[src/rtl/clkratio_pkg.sv]
package clkratio_pkg;

  typedef enum logic [2:0] {
    ST_OFF    = 3'd0,
    ST_PRE    = 3'd1,
    ST_MEAS   = 3'd2,
    ST_SETTLE = 3'd3,
    ST_RUN    = 3'd4
  } seq_state_t;

  typedef enum logic [1:0] {
    RC_NONE = 2'd0,
    RC_256  = 2'd1,
    RC_384  = 2'd2,
    RC_512  = 2'd3
  } ratio_code_t;

  localparam int unsigned MASTER_DIV    = 256;
  localparam int unsigned LARGEST_RATIO = 512;

  // true when cnt lies within nom +/- tol
  function automatic logic near_nominal(input int unsigned cnt,
                                        input int unsigned nom,
                                        input int unsigned tol);
    return ((cnt + tol) >= nom) && (cnt <= (nom + tol));
  endfunction

  function automatic ratio_code_t classify_count(input int unsigned cnt,
                                                 input int unsigned tol);
    if (near_nominal(cnt, 256, tol)) return RC_256;
    if (near_nominal(cnt, 384, tol)) return RC_384;
    if (near_nominal(cnt, 512, tol)) return RC_512;
    return RC_NONE;
  endfunction

  function automatic logic [2:0] code_to_sel(input ratio_code_t c);
    case (c)
      RC_256:  return 3'b001;
      RC_384:  return 3'b010;
      RC_512:  return 3'b100;
      default: return 3'b000;
    endcase
  endfunction

endpackage

[src/rtl/clk_presence.sv]
module clk_presence #(
  parameter int unsigned TMO  = 64,
  parameter int unsigned SYNC = 2
) (
  input  logic clk,
  input  logic rst_n,
  input  logic raw_i,
  output logic rise_o,
  output logic edge_o,
  output logic alive_o
);
  localparam int unsigned TW = $clog2(TMO + 1);
  localparam logic [TW-1:0] TMO_V = TW'(TMO);

  logic [SYNC-1:0] sync_q;
  logic            prev_q;
  logic [TW-1:0]   idle_q;
  logic            level;

  assign level = sync_q[SYNC-1];

  always_ff @(posedge clk or negedge rst_n) begin
    if (!rst_n) begin
      sync_q <= '0;
      prev_q <= 1'b0;
    end else begin
      sync_q <= {sync_q[SYNC-2:0], raw_i};
      prev_q <= level;
    end
  end

  assign edge_o = level ^ prev_q;
  assign rise_o = level & ~prev_q;

  // watchdog: counts reference cycles since the last edge, saturating
  always_ff @(posedge clk or negedge rst_n) begin
    if (!rst_n)               idle_q <= TMO_V;
    else if (edge_o)          idle_q <= '0;
    else if (idle_q < TMO_V)  idle_q <= idle_q + 1'b1;
  end

  assign alive_o = (idle_q < TMO_V);


  edge_alive_chk: assert property (@(posedge clk) disable iff (!rst_n)
    edge_o |=> alive_o);


  idle_bound_chk: assert property (@(posedge clk) disable iff (!rst_n)
    idle_q <= TMO_V);

endmodule

[src/rtl/ratio_meter.sv]
module ratio_meter
  import clkratio_pkg::*;
#(
  parameter int unsigned TOL   = 4,
  parameter int unsigned CNT_W = 11
) (
  input  logic        clk,
  input  logic        rst_n,
  input  logic        clear_i,
  input  logic        mclk_rise_i,
  input  logic        fclk_rise_i,
  output logic        done_o,
  output ratio_code_t code_o
);
  logic [CNT_W-1:0] cnt_q;
  logic             armed_q;
  logic [CNT_W:0]   total;

  always_ff @(posedge clk or negedge rst_n) begin
    if (!rst_n) begin
      cnt_q   <= '0;
      armed_q <= 1'b0;
    end else if (clear_i) begin
      cnt_q   <= '0;
      armed_q <= 1'b0;
    end else if (fclk_rise_i) begin
      armed_q <= 1'b1;
      cnt_q   <= {{(CNT_W-1){1'b0}}, mclk_rise_i};
    end else if (mclk_rise_i && (cnt_q != {CNT_W{1'b1}})) begin
      cnt_q <= cnt_q + 1'b1;
    end
  end

  // rising edges up to and including this cycle
  assign total  = {1'b0, cnt_q} + {{CNT_W{1'b0}}, mclk_rise_i};
  assign done_o = fclk_rise_i & armed_q & ~clear_i;
  assign code_o = classify_count(int'(total), TOL);


  rearm_chk: assert property (@(posedge clk) disable iff (!rst_n)
    (fclk_rise_i && !clear_i) |=> (armed_q && cnt_q <= 1));

endmodule

[src/rtl/frame_gen.sv]
module frame_gen #(
  parameter int unsigned RATIO = 256
) (
  input  logic clk,
  input  logic rst_n,
  input  logic en_i,
  input  logic mclk_rise_i,
  output logic fclk_o,
  output logic tick_o
);
  localparam int unsigned CW = $clog2(RATIO);
  localparam logic [CW-1:0] LAST = CW'(RATIO - 1);
  localparam logic [CW-1:0] HALF = CW'(RATIO / 2);

  logic [CW-1:0] phase_q;

  always_ff @(posedge clk or negedge rst_n) begin
    if (!rst_n)           phase_q <= '0;
    else if (!en_i)       phase_q <= '0;
    else if (mclk_rise_i) phase_q <= (phase_q == LAST) ? '0 : phase_q + 1'b1;
  end

  assign fclk_o = en_i && (phase_q < HALF);
  assign tick_o = en_i && mclk_rise_i && (phase_q == LAST);


  fgen_idle_chk: assert property (@(posedge clk) disable iff (!rst_n)
    !en_i |-> !fclk_o);

endmodule

[src/rtl/clkratio_pwrseq.sv]
module clkratio_pwrseq
  import clkratio_pkg::*;
#(
  parameter int unsigned MCLK_TMO    = 64,
  parameter int unsigned FCLK_TMO    = 4096,
  parameter int unsigned TOL         = 4,
  parameter int unsigned MUTE_FRAMES = 11265,
  parameter int unsigned PRE_CYCLES  = 127
) (
  input  logic       clk,
  input  logic       rst_n,
  input  logic       mclk_i,
  input  logic       fclk_i,
  input  logic       strap_master_i,
  output logic       fclk_o,
  output logic       fclk_oe_o,
  output logic [1:0] ratio_o,
  output logic [2:0] div_sel_o,
  output logic       ref_en_o,
  output logic       mute_o,
  output logic       mute_level_o,
  output logic       run_o
);
  localparam int unsigned CNT_W = $clog2(LARGEST_RATIO + TOL + 2) + 1;
  localparam int unsigned PW    = $clog2(PRE_CYCLES + 1);
  localparam int unsigned SW    = $clog2(MUTE_FRAMES + 1);
  localparam logic [PW-1:0] PRE_LAST    = PW'(PRE_CYCLES - 1);
  localparam logic [SW-1:0] SETTLE_LAST = SW'(MUTE_FRAMES - 1);

  seq_state_t  state_q;
  ratio_code_t ratio_q;
  logic        decided_q, master_q;
  logic [PW-1:0] pre_q;
  logic [SW-1:0] settle_q;

  // named internal events
  logic mclk_rise, mclk_edge, mclk_alive;
  logic fclk_rise, fclk_edge, fclk_alive;
  logic gen_tick, frame_tick;
  logic meas_done;
  ratio_code_t meas_code;
  logic eff_master, clocks_ok, lost;
  logic gen_en;

  clk_presence #(.TMO(MCLK_TMO)) u_mclk_watch (
    .clk(clk), .rst_n(rst_n), .raw_i(mclk_i),
    .rise_o(mclk_rise), .edge_o(mclk_edge), .alive_o(mclk_alive)
  );

  clk_presence #(.TMO(FCLK_TMO)) u_fclk_watch (
    .clk(clk), .rst_n(rst_n), .raw_i(fclk_i),
    .rise_o(fclk_rise), .edge_o(fclk_edge), .alive_o(fclk_alive)
  );

  ratio_meter #(.TOL(TOL), .CNT_W(CNT_W)) u_meter (
    .clk(clk), .rst_n(rst_n),
    .clear_i(state_q != ST_MEAS),
    .mclk_rise_i(mclk_rise), .fclk_rise_i(fclk_rise),
    .done_o(meas_done), .code_o(meas_code)
  );

  frame_gen #(.RATIO(MASTER_DIV)) u_fgen (
    .clk(clk), .rst_n(rst_n), .en_i(gen_en), .mclk_rise_i(mclk_rise),
    .fclk_o(fclk_o), .tick_o(gen_tick)
  );

  assign eff_master = decided_q ? master_q : strap_master_i;
  assign clocks_ok  = mclk_alive && (eff_master || fclk_alive);
  assign lost       = !mclk_alive || (!master_q && !fclk_alive);
  assign frame_tick = master_q ? gen_tick : fclk_rise;

  // strap capture, once per reset
  always_ff @(posedge clk or negedge rst_n) begin
    if (!rst_n) begin
      decided_q <= 1'b0;
      master_q  <= 1'b0;
    end else if (mclk_alive && !decided_q) begin
      decided_q <= 1'b1;
      master_q  <= strap_master_i;
    end
  end

  always_ff @(posedge clk or negedge rst_n) begin
    if (!rst_n) begin
      state_q  <= ST_OFF;
      ratio_q  <= RC_NONE;
      pre_q    <= '0;
      settle_q <= '0;
    end else if (state_q == ST_OFF) begin
      ratio_q  <= RC_NONE;
      pre_q    <= '0;
      settle_q <= '0;
      if (clocks_ok) begin
        if (eff_master) begin
          state_q <= ST_PRE;
          ratio_q <= RC_256;
        end else begin
          state_q <= ST_MEAS;
        end
      end
    end else if (lost) begin
      state_q <= ST_OFF;
      ratio_q <= RC_NONE;
    end else begin
      case (state_q)
        ST_PRE: begin
          if (mclk_rise) begin
            if (pre_q == PRE_LAST) state_q <= ST_SETTLE;
            else                   pre_q   <= pre_q + 1'b1;
          end
        end
        ST_MEAS: begin
          if (meas_done && (meas_code != RC_NONE)) begin
            ratio_q <= meas_code;
            state_q <= ST_SETTLE;
          end
        end
        ST_SETTLE: begin
          if (frame_tick) begin
            if (settle_q == SETTLE_LAST) state_q  <= ST_RUN;
            else                         settle_q <= settle_q + 1'b1;
          end
        end
        ST_RUN:  state_q <= ST_RUN;
        default: state_q <= ST_OFF;
      endcase
    end
  end

  assign ref_en_o     = (state_q == ST_SETTLE) || (state_q == ST_RUN);
  assign gen_en       = master_q && ref_en_o;
  assign fclk_oe_o    = gen_en;
  assign run_o        = (state_q == ST_RUN);
  assign mute_o       = (state_q != ST_RUN);
  assign mute_level_o = ~eff_master;
  assign ratio_o      = ratio_q;
  assign div_sel_o    = code_to_sel(ratio_q);


  strap_hold_chk: assert property (@(posedge clk) disable iff (!rst_n)
    decided_q |=> (decided_q && $stable(master_q)));


  mclk_loss_chk: assert property (@(posedge clk) disable iff (!rst_n)
    (state_q != ST_OFF && !mclk_alive) |=> (state_q == ST_OFF));


  lock_chk: assert property (@(posedge clk) disable iff (!rst_n)
    (state_q == ST_MEAS && !lost && meas_done && meas_code != RC_NONE)
      |=> (ratio_q == $past(meas_code)));


  oe_master_chk: assert property (@(posedge clk) disable iff (!rst_n)
    fclk_oe_o |-> master_q);


  refen_ratio_chk: assert property (@(posedge clk) disable iff (!rst_n)
    ref_en_o |-> ($onehot(div_sel_o) && ratio_q != RC_NONE));


  run_tick_chk: assert property (@(posedge clk) disable iff (!rst_n)
    $rose(run_o) |-> $past(frame_tick));


  settle_bound_chk: assert property (@(posedge clk) disable iff (!rst_n)
    settle_q <= SETTLE_LAST);

endmodule

[config.mk]
export PLATFORM = sky130hd
export DESIGN_NAME = clkratio_pwrseq
export DESIGN_NICKNAME = d
export VERILOG_FILES = /design/src/rtl/clkratio_pkg.sv /design/src/rtl/clk_presence.sv /design/src/rtl/ratio_meter.sv /design/src/rtl/frame_gen.sv /design/src/rtl/clkratio_pwrseq.sv
export SDC_FILE = /design/constraint.sdc
export NUM_CORES = 1
export LEC_CHECK = 0
export BUFFER_PORTS_ARGS = -buffer_cell sky130_fd_sc_hd__clkbuf_2
export CAP_MARGIN = 20
export CORE_MARGIN = 1
export CORE_UTILIZATION = 35
export CTS_CLUSTER_DIAMETER = 40
export DETAILED_ROUTE_END_ITERATION = 8
export SLEW_MARGIN = 25
export SYNTH_ARGS = -nofsm -noshare
export SYNTH_HDL_FRONTEND = slang
export SYNTH_SLANG_ARGS = --single-unit
[constraint.sdc]
create_clock -name clk -period 4.3 [get_ports clk]
set_input_delay 0.86 -clock clk [delete_from_list [all_inputs] [get_ports clk]]
set_output_delay 0.86 -clock clk [all_outputs]
set_load 0.005 [all_outputs]
Word level (Yosys, flattened, before mapping). Cells that the tools add are included.

Register bits: 74. Bits in latches: 0. RAM bits: 0. Memory bits (read-only): 0. Input bits: 5. Output and inout port bits: 11. Word-level logic and storage cells: 153. Memories: 0.

$add $sub $neg: 8. Multipliers: 0. Div/mod/pow operators: 0. $lt $le $gt $ge: 9. Equal/unequal tests: 23. Shift-type cells: 0. Mux-type cells: 53. Bitwise gates (word level): 10. Reduce and logical (&&, ||, !) cells: 35.

Operators by type and width (number): two-way mux 14 bit (5); >= comparator 32 x 9 -> 1 bit, second input constant (2); two-way mux 7 bit (7); two-way mux 11 bit (3); >= comparator 32 x 10 -> 1 bit, second input constant (1); two-way mux 13 bit (2); <= comparator 12 x 9 -> 1 bit, second input constant (2); two-way mux 3 bit (8); two-way mux 8 bit (3); two-way mux 2 bit (11); != test 4 bit, second input constant (4); nonzero test 2 bit (8); adder 14 x 1 -> 14 bit, second input constant (1); adder 7 x 1 -> 7 bit, second input constant (2); == test 14 bit, second input constant (1); adder 12 x 3 -> 13 bit, second input constant (1); adder 13 x 1 -> 13 bit, second input constant (1); < comparator 13 bit, second input constant (1); adder 11 x 1 -> 12 bit (1); <= comparator 12 x 10 -> 1 bit, second input constant (1); logical AND 1 bit (12); two-way mux 1 bit (12); one-hot mux 3 bit (4 select lines) (1); adder 11 x 1 -> 11 bit, second input constant (1); 27 further kinds (47).

Logic depth before layout (Yosys ltp). Gate-level depths: netlist (run 1).

Word-level depth: 19. Gate-level depth with buffers: 14.

Cells and area by module. Synthesis (run 1) repeated with hierarchy kept, for this count alone.

Cells, all modules: 480. Area, all modules: 4408.0 um2.

Modules (own cells, without submodules): clkratio_pwrseq (times used 1, cells an instance 192, area each 1680.4 um2); ratio_meter (times used 1, cells an instance 135, area each 1117.3 um2); clk_presence (u_fclk_watch) (times used 1, cells an instance 69, area each 745.7 um2); frame_gen (times used 1, cells an instance 47, area each 436.7 um2); clk_presence (u_mclk_watch) (times used 1, cells an instance 37, area each 427.9 um2).

Worst setup path before layout (run 1). OpenSTA, ideal clock, no wires.

Path kind: register -> register. From: register u_mclk_watch.sync_q[1]. To: register ratio_q[0] (netlist: ratio_o[0]). Setup time: 0.125 ns. Data arrival time: 3.036 ns. Slack: 1.139 ns. Cell stages (with the launch flop): 14. Clock period less this slack: 3.161 ns. Path through: dfrtp_1 -> ha_1 -> ha_1 -> ha_1 -> nor2b_1 -> or2_1 -> ha_1 -> nor3b_1 -> o32a_1 -> nand3_1 -> o32ai_1 -> o22ai_1 -> nor2_2 -> mux2_4.

Longest elaborated chain between the ends: 15.

Ends and longest elaborated chain: from (decl) (RTL line clk_presence.sv:15) `logic [SYNC-1:0] sync_q;`; from (signal assigned) (RTL line clk_presence.sv:27) `sync_q <= {sync_q[SYNC-2:0], raw_i};`; bitwise AND 1 bit (*) (RTL line clk_presence.sv:33) `assign rise_o = level & ~prev_q;`; adder 11 x 1 -> 12 bit (*) (RTL line ratio_meter.sv:35) `assign total = {1'b0, cnt_q} + {{CNT_W{1'b0}}, mclk_rise_i};`; adder 12 x 3 -> 13 bit (RTL line clkratio_pkg.sv:25) `return ((cnt + tol) >= nom) && (cnt <= (nom + tol));`; >= comparator 32 x 10 -> 1 bit (RTL line clkratio_pkg.sv:25); logical AND 1 bit (RTL line clkratio_pkg.sv:25); two-way mux 1 bit (2 in series) (RTL line clkratio_pkg.sv:32) `if (near_nominal(cnt, 512, tol)) return RC_512;`; two-way mux 1 bit (RTL line clkratio_pkg.sv:31) `if (near_nominal(cnt, 384, tol)) return RC_384;`; two-way mux 2 bit (RTL line clkratio_pkg.sv:33) `return RC_NONE;`; two-way mux 2 bit (RTL line clkratio_pkg.sv:32); two-way mux 2 bit (*) (RTL line clkratio_pkg.sv:31); two-way mux 2 bit / nonzero test 2 bit (equally long branches) (RTL line clkratio_pwrseq.sv:113) `if (meas_done && (meas_code != RC_NONE)) begin`; two-way mux 2 bit / logical AND 1 bit (equally long branches) (RTL line clkratio_pwrseq.sv:105, clkratio_pwrseq.sv:113); two-way mux 2 bit / nonzero test 3 bit (equally long branches); two-way mux 2 bit / AND reduction 2 bit (equally long branches); to (signal assigned) (RTL line clkratio_pwrseq.sv:114) `ratio_q <= meas_code;`; to (decl) (RTL line clkratio_pwrseq.sv:31) `ratio_code_t ratio_q;`.

Mark *: on every way between the ends. The rest lies on a longest branch, timed or not. The select of a mux whose other input is x is not followed. A chain may end at the register's enable or synchronous reset.

Worst setup path after layout (run 1). Ends and elaborated chain as after synthesis.

==> impl_results.rst, run 1 <==
.. list-table::
   :header-rows: 1

   * - Metric
     - Value
   * - DR vias
     - approximately 3,400
   * - DR iter-0 viols
     - 91
   * - Areal power density over the cells
     - 314.3 nW/µm²
   * - Count of TritonRoute iterations in the first routing pass
     - 4
   * - Cell Rows
     - 40
   * - Total overflow reported by the global router
     - 0
   * - Post-synth design cell area
     - approximately 4300 µm²
   * - Largest clock skew in the final design
     - 0.009761 ns
   * - Proportion of power drawn by combinational gates
     - 6.1%
   * - Number of nets in the final layout
     - 498
   * - Area share of the largest cell type after synthesis
     - between 40% and 50%
   * - Synthesized Nets
     - about 490
   * - Top achievable clock speed
     - 0.2787 GHz
   * - Unrepaired setup endpoints after global routing
     - no
   * - Hold buffer count at cts
     - 0
   * - Cell leakage power
     - slightly above 0.002 µW
   * - Origin of the worst setup path
     - u_mclk_watch.sync_q[1]$_DFF_PN0_
   * - Die span in x
     - around 110 µm
   * - Maximum fanout along the worst path
     - 5
   * - Cell type with the highest aggregate area in the netlist
     - dfrtp_1
   * - IR drop worst, VDD
     - 0.0001773 V
   * - Die Y
     - about 110 µm
   * - Gate count after technology mapping
     - about 470
   * - Root Driver
     - clkbuf_16
   * - Starting Density
     - between 30% and 40%
   * - Share of layout cells above drive strength 1
     - around a tenth
   * - Detail Placement HPWL
     - 6.028 mm
   * - Hold Path Cell Cnt
     - 0
   * - Number of distinct standard cells referenced by the synthesized netlist
     - 67
   * - Worst-Margin Slew
     - around 0.73 ns
   * - FF-to-FF path depth
     - 13
   * - GR Util All Layers
     - 14.71%
   * - EDFF count, synth
     - 0
   * - Number of routed nets with antenna violations
     - 0
   * - I/O pin total
     - 16
   * - Clock tree from TritonCTS
     - yes
   * - First-pass GRT wire length
     - between 10 and 15 mm
   * - Detail-routed via count per cell
     - 5.346
   * - Portion of total power attributed to sequential cells
     - about half
   * - Crit end category
     - flip-flop
   * - Async SR Flop Fraction
     - 100.0%
   * - Worst Hold Path EP
     - u_mclk_watch.sync_q[1]$_DFF_PN0_
   * - Worst flop-to-flop path startpoint
     - u_mclk_watch.sync_q[1]$_DFF_PN0_
   * - Insertion delay to the later sink of the worst-skew pair
     - around 0.34 ns
   * - Worst Path Required
     - approximately 4.5 ns
   * - CTS clock-pin slew for the worst setup and hold paths
     - 0.06 ns
   * - Number of sinks on the clock net
     - between 70 and 80
   * - Net switching power
     - 350.6 µW
   * - Count of max-cap constraint violations
     - 0
   * - WL/cell
     - around 14 µm
   * - Clock period minus worst slack
     - roughly 3.6 ns
   * - Number of global-route vias before repair
     - roughly 3,200
   * - Worst Path Class, Setup
     - reg2reg
   * - Number of buffers inserted during clock tree synthesis
     - 9
   * - Internal power
     - ~1200 µW
   * - Synthesis-to-layout area growth
     - 10.99%
   * - DRC Markers
     - 0
   * - Synth Flop Type
     - dfrtp_1
   * - Signal arrival time at the worst endpoint
     - between 3 and 4 ns
   * - Avg Inst Size Synth
     - 9.305 µm²
   * - Critical R2R Capture
     - ratio_o[0]$_DFFE_PN0P_
   * - Run status
     - completed
   * - Share of total power in the clock network
     - 45.1%
   * - Final setup viols
     - 0
   * - Final hold viol count
     - 0
   * - Register bit total from synthesis
     - 74
   * - Area of the core
     - ~12,000 µm²
   * - Total design power
     - 1509 µW
   * - Util after Layout
     - between 30% and 40%
   * - H-tree depth
     - 3
   * - Critical path launch point type
     - flip-flop
   * - Count of pins over their slew limit
     - 0
   * - Max Buffers Root-to-Sink
     - 2
   * - Fill cells
     - 1,203
   * - Hold WC Path Type
     - reg2reg
   * - Fraction of the yosys area taken by sequential cells
     - 42.86%
   * - Setup Buffers After CTS
     - 0
   * - Setup TNS after final layout
     - 0 ns
   * - Area of the die
     - 12,810 µm²
   * - Worst slew margin
     - 51.06%
   * - Largest net degree at the start of global routing
     - 75
   * - Resized Gates After CTS
     - 0
   * - Switching Fraction
     - between 20% and 30%
   * - Total wire length after detailed routing
     - ~8.6 mm
   * - Reg-to-reg slack, setup
     - 0.71 ns
   * - Top area cells in the synthesized netlist
     - dfrtp_1 (42%), ha_1 (4.3%), nand2_1 (3.6%)
   * - Final antenna diode count
     - 0
   * - Final GP Congestion
     - between 0.8 and 0.9
   * - Port buffer count
     - 15
   * - Synth warn
     - 0
   * - HP Start
     - u_mclk_watch.sync_q[0]$_DFF_PN0_
   * - Post-route clock period utilization
     - a little over four fifths
   * - Number of antenna violations at the first check in global routing
     - 0
[per-stage QoR]
stage | area, µm² | setup WS [ns] | instances | hold WS (ns)
floorplan | 4327 | 1.139 | 465 | 0.3312
global placement | 4531 | 0.9850 | 614 | 0.3353
detailed placement | 4531 | 0.7331 | 614 | 0.3370
CTS | 4798 | 0.6919 | 630 | 0.3495
global route | 4802 | 0.3572 | 630 | 0.3594
finish | 4802 | 0.7121 | 630 | 0.3468
[power by group through the flow]
stage | Clock, µW | Sequential [µW] | Combinational [µW]
finish | 681 | 737 | 92.2
global route | 726 | 740 | 109
CTS | 696 | 737 | 94.8
detailed placement | 0 | 749 | 94.1
global placement | 0 | 748 | 92.4
floorplan | 0 | 742 | 66.3
[cell usage after synthesis, types with 10 or more instances]
cell / n
o21ai_0: 29
xnor2_1: 18
nor2b_1: 13
nand2_1: 42
dfrtp_1: 72
or3_1: 19
nor2_1: 41
and3_1: 12
nand3_1: 22
xor2_1: 16
inv_1: 15
nand4_1: 10
ha_1: 15
a21oi_1: 20
nor3_1: 12
and2_1: 14
[cell usage in the layout, fill, tap and decap left out, drive strengths merged, types with 15 or more instances in the layout]
cell / synthesis / layout
xnor2: 18 / 18
a21oi: 20 / 20
nand3: 23 / 23
nand2: 42 / 42
ha: 15 / 15
xor2: 16 / 16
nor2: 42 / 42
o21ai: 30 / 30
inv: 15 / 15
dfrtp: 72 / 72
or3: 19 / 19
clkbuf: 8 / 27
and2: 15 / 15
[cells by family (layout without fill, tap and decap cells)]
group / after synthesis / count (layout) / synth area share [%]
DFF: 74 / 74 / 42.86
xor gates and xnor gates: 34 / 34 / 6.882
and+or+nand+nor: 220 / 220 / 27.73
AOI/OAI and AO/OA: 83 / 83 / 12.87
buffers and inverters: 30 / 48 / 3.094
muxes: 9 / 9 / 2.227
adders and majority gates: 15 / 15 / 4.338
[layer usage]
layer  global-route usage (%)  routed length [µm]  vias up
li1                         -                   -     1687
met1                    19.11                4148     1638
met2                    23.44                4058       33
met3                    2.571                 237       10
met4                    7.807                 187        0
met5                        0                   0        -
[flip-flops by register name, indices dropped and copies added (netlist names), 2 cells and up]
name                 count
pre_q                    7
ratio_o                  2
settle_q                14
state_q                  3
u_fclk_watch.idle_q     13
u_fclk_watch.sync_q      2
u_fgen.phase_q           8
u_mclk_watch.idle_q      7
u_mclk_watch.sync_q      2
u_meter.cnt_q           11
[worst max path at each step]
stage | end | cells after the start
4_1_cts | ratio_o[0]$_DFFE_PN0P_ | 13
6_report | ratio_o[0]$_DFFE_PN0P_ | 13
3_5_place_dp | ratio_o[0]$_DFFE_PN0P_ | 13
5_1_grt | ratio_o[0]$_DFFE_PN0P_ | 14
2_1_floorplan | ratio_o[0]$_DFFE_PN0P_ | 13
3_3_place_gp | ratio_o[0]$_DFFE_PN0P_ | 12
[worst max-delay path, stage by stage, from the launching register on]
cell,delay (ns)
dfrtp_1,0.38
ha_1,0.20
ha_1,0.24
ha_1,0.24
nor2b_1,0.20
or2_1,0.17
ha_1,0.14
nor3b_1,0.23
o32a_1,0.24
nand3_1,0.09
o32ai_1,0.62
o22ai_1,0.22
nor2_2,0.18
mux2_4,0.31
[layout make-up]
type,count,area [µm²],area share (%)
multi-input cells,361,2344,48.80
clock buffers,13,250.2,5.211
inverters,15,56.30,1.172
repair buffers,17,96.34,2.006
clock inverters,3,17.52,0.3648
flip-flops and latches,74,1854,38.61
well taps,147,183.9,3.830
Power figures use the tool's default switching activity.
==> run 2, diff against run 1 <==
==> constraint.sdc (replaced) <==
create_clock -name clk -period 3.5 [get_ports clk]
set_input_delay 0.7 -clock clk [delete_from_list [all_inputs] [get_ports clk]]
set_output_delay 0.7 -clock clk [all_outputs]
set_load 0.005 [all_outputs]
==> run 2 against run 1 <==
Clock skew is 0.0014 ns lower. Fmax is 8.7% higher. Via count rose by 1.7%. Setup slack got worse by 0.51 ns. Sequential share of layout area down 0.81 points. Clock power rose by 47%. Highest routed layer unchanged. Worst hold slack improved by 0.0025 ns. Non-clock buffer count rose by 4.
==> impl_results.rst, run 2 (synthesis results as in run 1) <==
.. list-table::
   :header-rows: 1

   * - Metric
     - Value
   * - Total wire length after detailed routing
     - approximately 8.5 mm
   * - Largest stage delay, worst path
     - 0.38 ns
   * - Final GP Congestion
     - roughly 0.86
   * - Count of pins over their slew limit
     - 0
   * - Clock tree from TritonCTS
     - yes
   * - HP Start
     - u_fclk_watch.sync_q[0]$_DFF_PN0_
   * - Worst slew margin
     - between 50% and 60%
   * - Worst Path Required
     - 3.71 ns
   * - Detail-routed via count per cell
     - around 5.4
   * - Final std cells w/o fill
     - around 630
   * - Top achievable clock speed
     - approximately 0.30 GHz
   * - Die Y
     - 113.2 µm
   * - Max Buffers Root-to-Sink
     - 2
   * - Count of max-cap constraint violations
     - 0
   * - WL/cell
     - ~13 µm
   * - Die span in x
     - between 100 and 150 µm
   * - CTS clock-pin slew for the worst setup and hold paths
     - roughly 0.060 ns
   * - Starting Density
     - a little over a third
   * - Unrepaired setup endpoints after global routing
     - no
   * - IR drop worst, VDD
     - approximately 0.00028 V
   * - Final hold viol count
     - 0
   * - Largest net degree at the start of global routing
     - 75
   * - DR iter-0 viols
     - 143
   * - Total overflow reported by the global router
     - 0
   * - Number of antenna violations at the first check in global routing
     - 0
   * - Cell-by-cell listing of the critical path
     - ha_1 -> ha_1 -> ha_1 -> nor2b_1 -> or2_1 -> ha_1 -> nor3b_1 -> o32a_1 -> a21oi_1 -> o21ai_2 -> a2111oi_4 -> nor2_2 -> mux2_4
   * - Worst flop-to-flop path startpoint
     - u_mclk_watch.sync_q[1]$_DFF_PN0_
   * - Critical path's top delay family
     - compound AO/OA/AOI/OAI gates
   * - DR vias
     - approximately 3,400
   * - Run status
     - completed
   * - H-tree depth
     - 3
   * - Largest clock skew in the final design
     - around 0.0084 ns
   * - GR Util All Layers
     - between 10% and 20%
   * - Setup TNS after final layout
     - 0 ns
   * - Post-route clock period utilization
     - around 94%
   * - Signal arrival time at the worst endpoint
     - approximately 3.5 ns
   * - Top Registers
     - settle_q x14, u_fclk_watch.idle_q x13, u_meter.cnt_q x11
   * - Worst-Margin Slew
     - around 0.68 ns
   * - Number of sinks on the clock net
     - 74
   * - Most frequent cells in the layout
     - dfrtp_1 (72), nand2_1 (42), nor2_1 (41)
   * - Area of the die
     - 12,810 µm²
   * - Slowest stage cell on the critical path
     - dfrtp_1
   * - Number of routed nets with antenna violations
     - 0
   * - Hold WC Path Type
     - reg2reg
   * - DRC Markers
     - 0
   * - Worst path most repeated cell
     - ha_1
   * - Critical path launch point type
     - flip-flop
   * - Area of the core
     - ~12,000 µm²
   * - Cell Rows
     - 40
   * - Number of global-route vias before repair
     - about 3,300
   * - Share of layout cells above drive strength 1
     - 11.70%
   * - Leading cell type in the layout, fill and taps excluded
     - dfrtp_1
   * - Count of TritonRoute iterations in the first routing pass
     - 4
   * - Origin of the worst setup path
     - u_mclk_watch.sync_q[1]$_DFF_PN0_
   * - Insertion delay to the later sink of the worst-skew pair
     - 0.33 ns
   * - Cell leakage power
     - 0.002132 µW
   * - Areal power density over the cells
     - 411.7 nW/µm²
   * - Number of nets in the final layout
     - 502
   * - Maximum fanout along the worst path
     - 5
   * - Buf+Inv Stages, Crit Path
     - 0
   * - Final antenna diode count
     - 0
   * - Final setup viols
     - 0
   * - I/O pin total
     - 16
   * - Top register by number of flip-flops
     - settle_q
   * - Number of flip-flops in the largest register
     - 14
   * - Clock period minus worst slack
     - ~3.3 ns
   * - Worst Path Class, Setup
     - reg2reg
   * - Crit end category
     - flip-flop
   * - Synthesis-to-layout area growth
     - 13.36%
   * - Placed Instances
     - approximately 620
   * - Hold buffer count at cts
     - 0
   * - Root Driver
     - clkbuf_16
   * - Number of buffers inserted during clock tree synthesis
     - 9
   * - Port buffer count
     - 15
   * - First-pass GRT wire length
     - ~15 mm
   * - Detail Placement HPWL
     - roughly 6.0 mm
-- run 2: cell count changes in the layout (fill, tap and decap cells not counted), sizes merged --
cell,delta
clkbuf,-3
buf,+4
clkinv,+1
inv,+1
clkinvlp,-1
bufinv,+2
-- run 2: metal layers --
layer	vias to the layer above	wire [µm]	global-route usage (%)
li1	1704	-	-
met1	1650	4100	19.05
met2	62	4003	24.09
met3	9	307	2.732
met4	0	136	5.614
met5	-	0	0
-- run 2: final timing paths --
kind	end	slack [ns]	depth (start not counted)
worst max register to register	ratio_o[0]$_DFFE_PN0P_	0.20	13
worst min register to register	u_fclk_watch.sync_q[1]$_DFF_PN0_	0.35	0
max in group asynchronous	pre_q[3]$_DFFE_PN0P_	2.65	1
worst min-delay path	u_fclk_watch.sync_q[1]$_DFF_PN0_	0.35	0
worst max-delay path	ratio_o[0]$_DFFE_PN0P_	0.20	13
min in group asynchronous	settle_q[9]$_DFFE_PN0P_	0.37	1
-- run 2: power breakdown --
part | switching (µW) | total [µW] | internal, µW
registers | 26.6 | 905 | 879
logic | 67.8 | 115 | 47.5
clock network | 354 | 999 | 644
total | 449 | 2020 | 1570
-- run 2: cell type report --
| type | instances | area (µm²) |
|---|---|---|
| clock buffers | 10 | 239.0 |
| fillers | 1198 | 7107 |
| clock inverters | 6 | 87.58 |
| repair buffers | 21 | 126.4 |
| inverters | 15 | 56.30 |
| multi-input cells | 361 | 2357 |
| well taps | 147 | 183.9 |
| flip-flops and latches | 74 | 1854 |
-- run 2: stage by stage --
| stage | utilization (%) | power (µW) | setup WS [ns] | hold WS, ns | cell area [µm²] |
|---|---|---|---|---|---|
| 2_1_floorplan | - | 993.6 | 0.3387 | 0.3312 | 4327 |
| 3_3_place_gp | 37.91 | 1034 | 0.2470 | 0.3346 | 4553 |
| 3_5_place_dp | 37.91 | 1037 | 0.1350 | 0.3389 | 4553 |
| 4_1_cts | 40.63 | 2050 | 0.1250 | 0.3517 | 4880 |
| 5_1_grt | 40.83 | 2108 | 0.01733 | 0.3541 | 4905 |
| 6_report | 40.83 | 2019 | 0.1990 | 0.3493 | 4905 |
-- run 2: repair_timing --
action	4_1_cts	5_1_grt
endpoints found under the setup margin	0	1
resized for setup	0	3
setup buffers	0	1
==> run 3, diff against run 2 <==
==> constraint.sdc (replaced) <==
create_clock -name clk -period 3.44 [get_ports clk]
set_input_delay 0.688 -clock clk [delete_from_list [all_inputs] [get_ports clk]]
set_output_delay 0.688 -clock clk [all_outputs]
set_load 0.005 [all_outputs]
==> run 3 against run 2 <==
First-iteration DRC count increased by 31%. Setup slack worse by 0.022 ns. Flip-flop and latch count unchanged. Global-route usage fell by 0.064 points. Clock skew shrank 0.0019 ns. Power is 1.3% lower. Largest cell class unchanged. Highest routed layer unchanged.
==> impl_results.rst, run 3 (synthesis results as in run 1) <==
.. list-table::
   :header-rows: 1

   * - Metric
     - Value
   * - Count of TritonRoute iterations in the first routing pass
     - 4
   * - Number of antenna violations at the first check in global routing
     - 0
   * - Largest clock skew in the final design
     - roughly 0.0065 ns
   * - Port buffer count
     - 15
   * - Detail-routed via count per cell
     - between 5 and 6
   * - Number of buffers inserted during clock tree synthesis
     - 9
   * - GR Util All Layers
     - 14.56%
   * - Number of nets in the final layout
     - a little over 500
   * - Die Y
     - 113.2 µm
   * - Net switching power
     - around 450 µW
   * - Cell leakage power
     - approximately 0.0021 µW
   * - Clock tree from TritonCTS
     - yes
   * - DR iter-0 viols
     - 187
   * - DRC Markers
     - 0
   * - Signal arrival time at the worst endpoint
     - between 3 and 4 ns
   * - Maximum fanout along the worst path
     - 5
   * - Leading cell type in the layout, fill and taps excluded
     - dfrtp_1
   * - Count of max-cap constraint violations
     - 0
   * - Starting Density
     - a little over a third
   * - Area of the core
     - around 12,000 µm²
   * - Util after Layout
     - about two fifths
   * - Synthesis-to-layout area growth
     - 13.59%
   * - Cell Rows
     - 40
   * - Crit end category
     - flip-flop
   * - Areal power density over the cells
     - slightly above 400 nW/µm²
   * - Critical path launch point type
     - flip-flop
   * - Final setup viols
     - 0
   * - Worst Path Required
     - roughly 3.7 ns
   * - Met1 Wirelength
     - around 4.2 mm
   * - Met3 Wirelength
     - approximately 270 µm
   * - Proportion of power drawn by combinational gates
     - ~6%
   * - Top Registers
     - settle_q x14, u_fclk_watch.idle_q x13, u_meter.cnt_q x11
   * - Clock period minus worst slack
     - ~3.3 ns
   * - Number of flip-flops in the largest register
     - 14
   * - Detail Placement HPWL
     - 6.010 mm
   * - Number of routed nets with antenna violations
     - 0
   * - Largest net degree at the start of global routing
     - 75
   * - Fill cells
     - roughly 1,200
   * - Most frequent cells in the layout
     - dfrtp_1 (72), nand2_1 (42), nor2_1 (41)
   * - H-tree depth
     - 3
   * - Final hold viol count
     - 0
   * - IR drop worst, VDD
     - around 0.00028 V
   * - Worst-Margin Slew
     - 0.6842 ns
   * - Total overflow reported by the global router
     - 0
   * - Run status
     - completed
   * - Number of sinks on the clock net
     - between 70 and 80
   * - DR vias
     - 3,373
   * - Internal power
     - ~1500 µW
   * - Top register by number of flip-flops
     - settle_q
   * - First-pass GRT wire length
     - around 15 mm
   * - Post-route clock period utilization
     - a little over nine tenths
   * - Unrepaired setup endpoints after global routing
     - no
   * - Share of layout cells above drive strength 1
     - ~12%
   * - Die span in x
     - between 100 and 150 µm
   * - Root Driver
     - clkbuf_16
   * - Highest signal layer in the routed design
     - met4
   * - DR WL met2
     - a little over 4 mm
   * - Hold WC Path Type
     - reg2reg
   * - WL/cell
     - about 14 µm
   * - Placed Instances
     - around 620
   * - Total wire length after detailed routing
     - between 8 and 9 mm
   * - Number of global-route vias before repair
     - roughly 3,200
   * - Final std cells w/o fill
     - ~640
   * - Top achievable clock speed
     - between 0.3 and 0.4 GHz
   * - Insertion delay to the later sink of the worst-skew pair
     - 0.33 ns
   * - Setup TNS after final layout
     - 0 ns
   * - CTS clock-pin slew for the worst setup and hold paths
     - ~0.06 ns
   * - Count of pins over their slew limit
     - 0
   * - Final antenna diode count
     - 0
   * - Worst Path Class, Setup
     - reg2reg
   * - Max Buffers Root-to-Sink
     - 2
   * - I/O pin total
     - 16
   * - Worst hold margin
     - approximately 0.35 ns
   * - Worst slew margin
     - between 50% and 60%
   * - Area of the die
     - 12,810 µm²
   * - Portion of total power attributed to sequential cells
     - a little under half
   * - Final GP Congestion
     - just over 0.8
   * - Share of total power in the clock network
     - 47.7%
   * - Switching Fraction
     - ~22%
[run 3: final timing paths]
path / start / end / slack [ns] / cells after the start
max in group asynchronous: rst_n / ratio_o[0]$_DFFE_PN0P_ / 2.59 / 1
hold reg to reg: u_fclk_watch.sync_q[0]$_DFF_PN0_ / u_fclk_watch.sync_q[1]$_DFF_PN0_ / 0.35 / 0
hold / removal: u_fclk_watch.sync_q[0]$_DFF_PN0_ / u_fclk_watch.sync_q[1]$_DFF_PN0_ / 0.35 / 0
setup reg to reg: u_mclk_watch.prev_q$_DFF_PN0_ / ratio_o[0]$_DFFE_PN0P_ / 0.18 / 13
setup / recovery: u_mclk_watch.prev_q$_DFF_PN0_ / ratio_o[0]$_DFFE_PN0P_ / 0.18 / 13
min in group asynchronous: rst_n / settle_q[7]$_DFFE_PN0P_ / 0.36 / 1
[run 3: area by class of cell]
cell class	instances	area (µm²)	share of cell area, %
clock buffer	12	256.5	5.219
inverter	15	56.30	1.146
tap	147	183.9	3.742
clock inverter	4	50.05	1.018
timing repair buffer	22	133.9	2.724
multi-input combinational	361	2380	48.42
sequential	74	1854	37.73
[run 3: stage by stage]
stage               cell area (µm²)  setup slack [ns]  power (µW)
floorplan                      4327            0.2787        1011
global placement               4561            0.1791        1052
detailed placement             4561           0.02361        1054
CTS                            4867          0.006331        2009
global route                   4915           0.02098        2082
finish                         4915            0.1765        1993
[run 3: metal layers]
layer	vias to the layer above	GRT usage [%]
met3	6	2.999
li1	1697	-
met4	0	4.912
met2	40	22.82
met1	1630	20.03
met5	-	0
[run 3: power groups by stage]
stage / registers, µW / clock network (µW) / logic (µW)
floorplan: 928 / 0 / 83.0
global placement: 935 / 0 / 117
detailed placement: 937 / 0 / 117
CTS: 922 / 970 / 118
global route: 926 / 1010 / 144
finish: 922 / 951 / 120
[run 3: worst max-delay path, cell delays in order (launching register included)]
cell	delay, ns
dfrtp_1	0.36
inv_1	0.06
ha_1	0.17
ha_2	0.22
ha_2	0.22
nand4_1	0.14
or3_1	0.42
a222oi_1	0.35
buf_4	0.18
o2bb2ai_1	0.16
o21ai_2	0.11
a2111oi_4	0.35
nor2_2	0.09
mux2_4	0.30
[run 3: what timing repair did]
item                                    4_1_cts  5_1_grt
gates resized for setup                       0        6
endpoints found under the setup margin        0        3
hold buffers                                  0        0
buffers inserted                              0        1
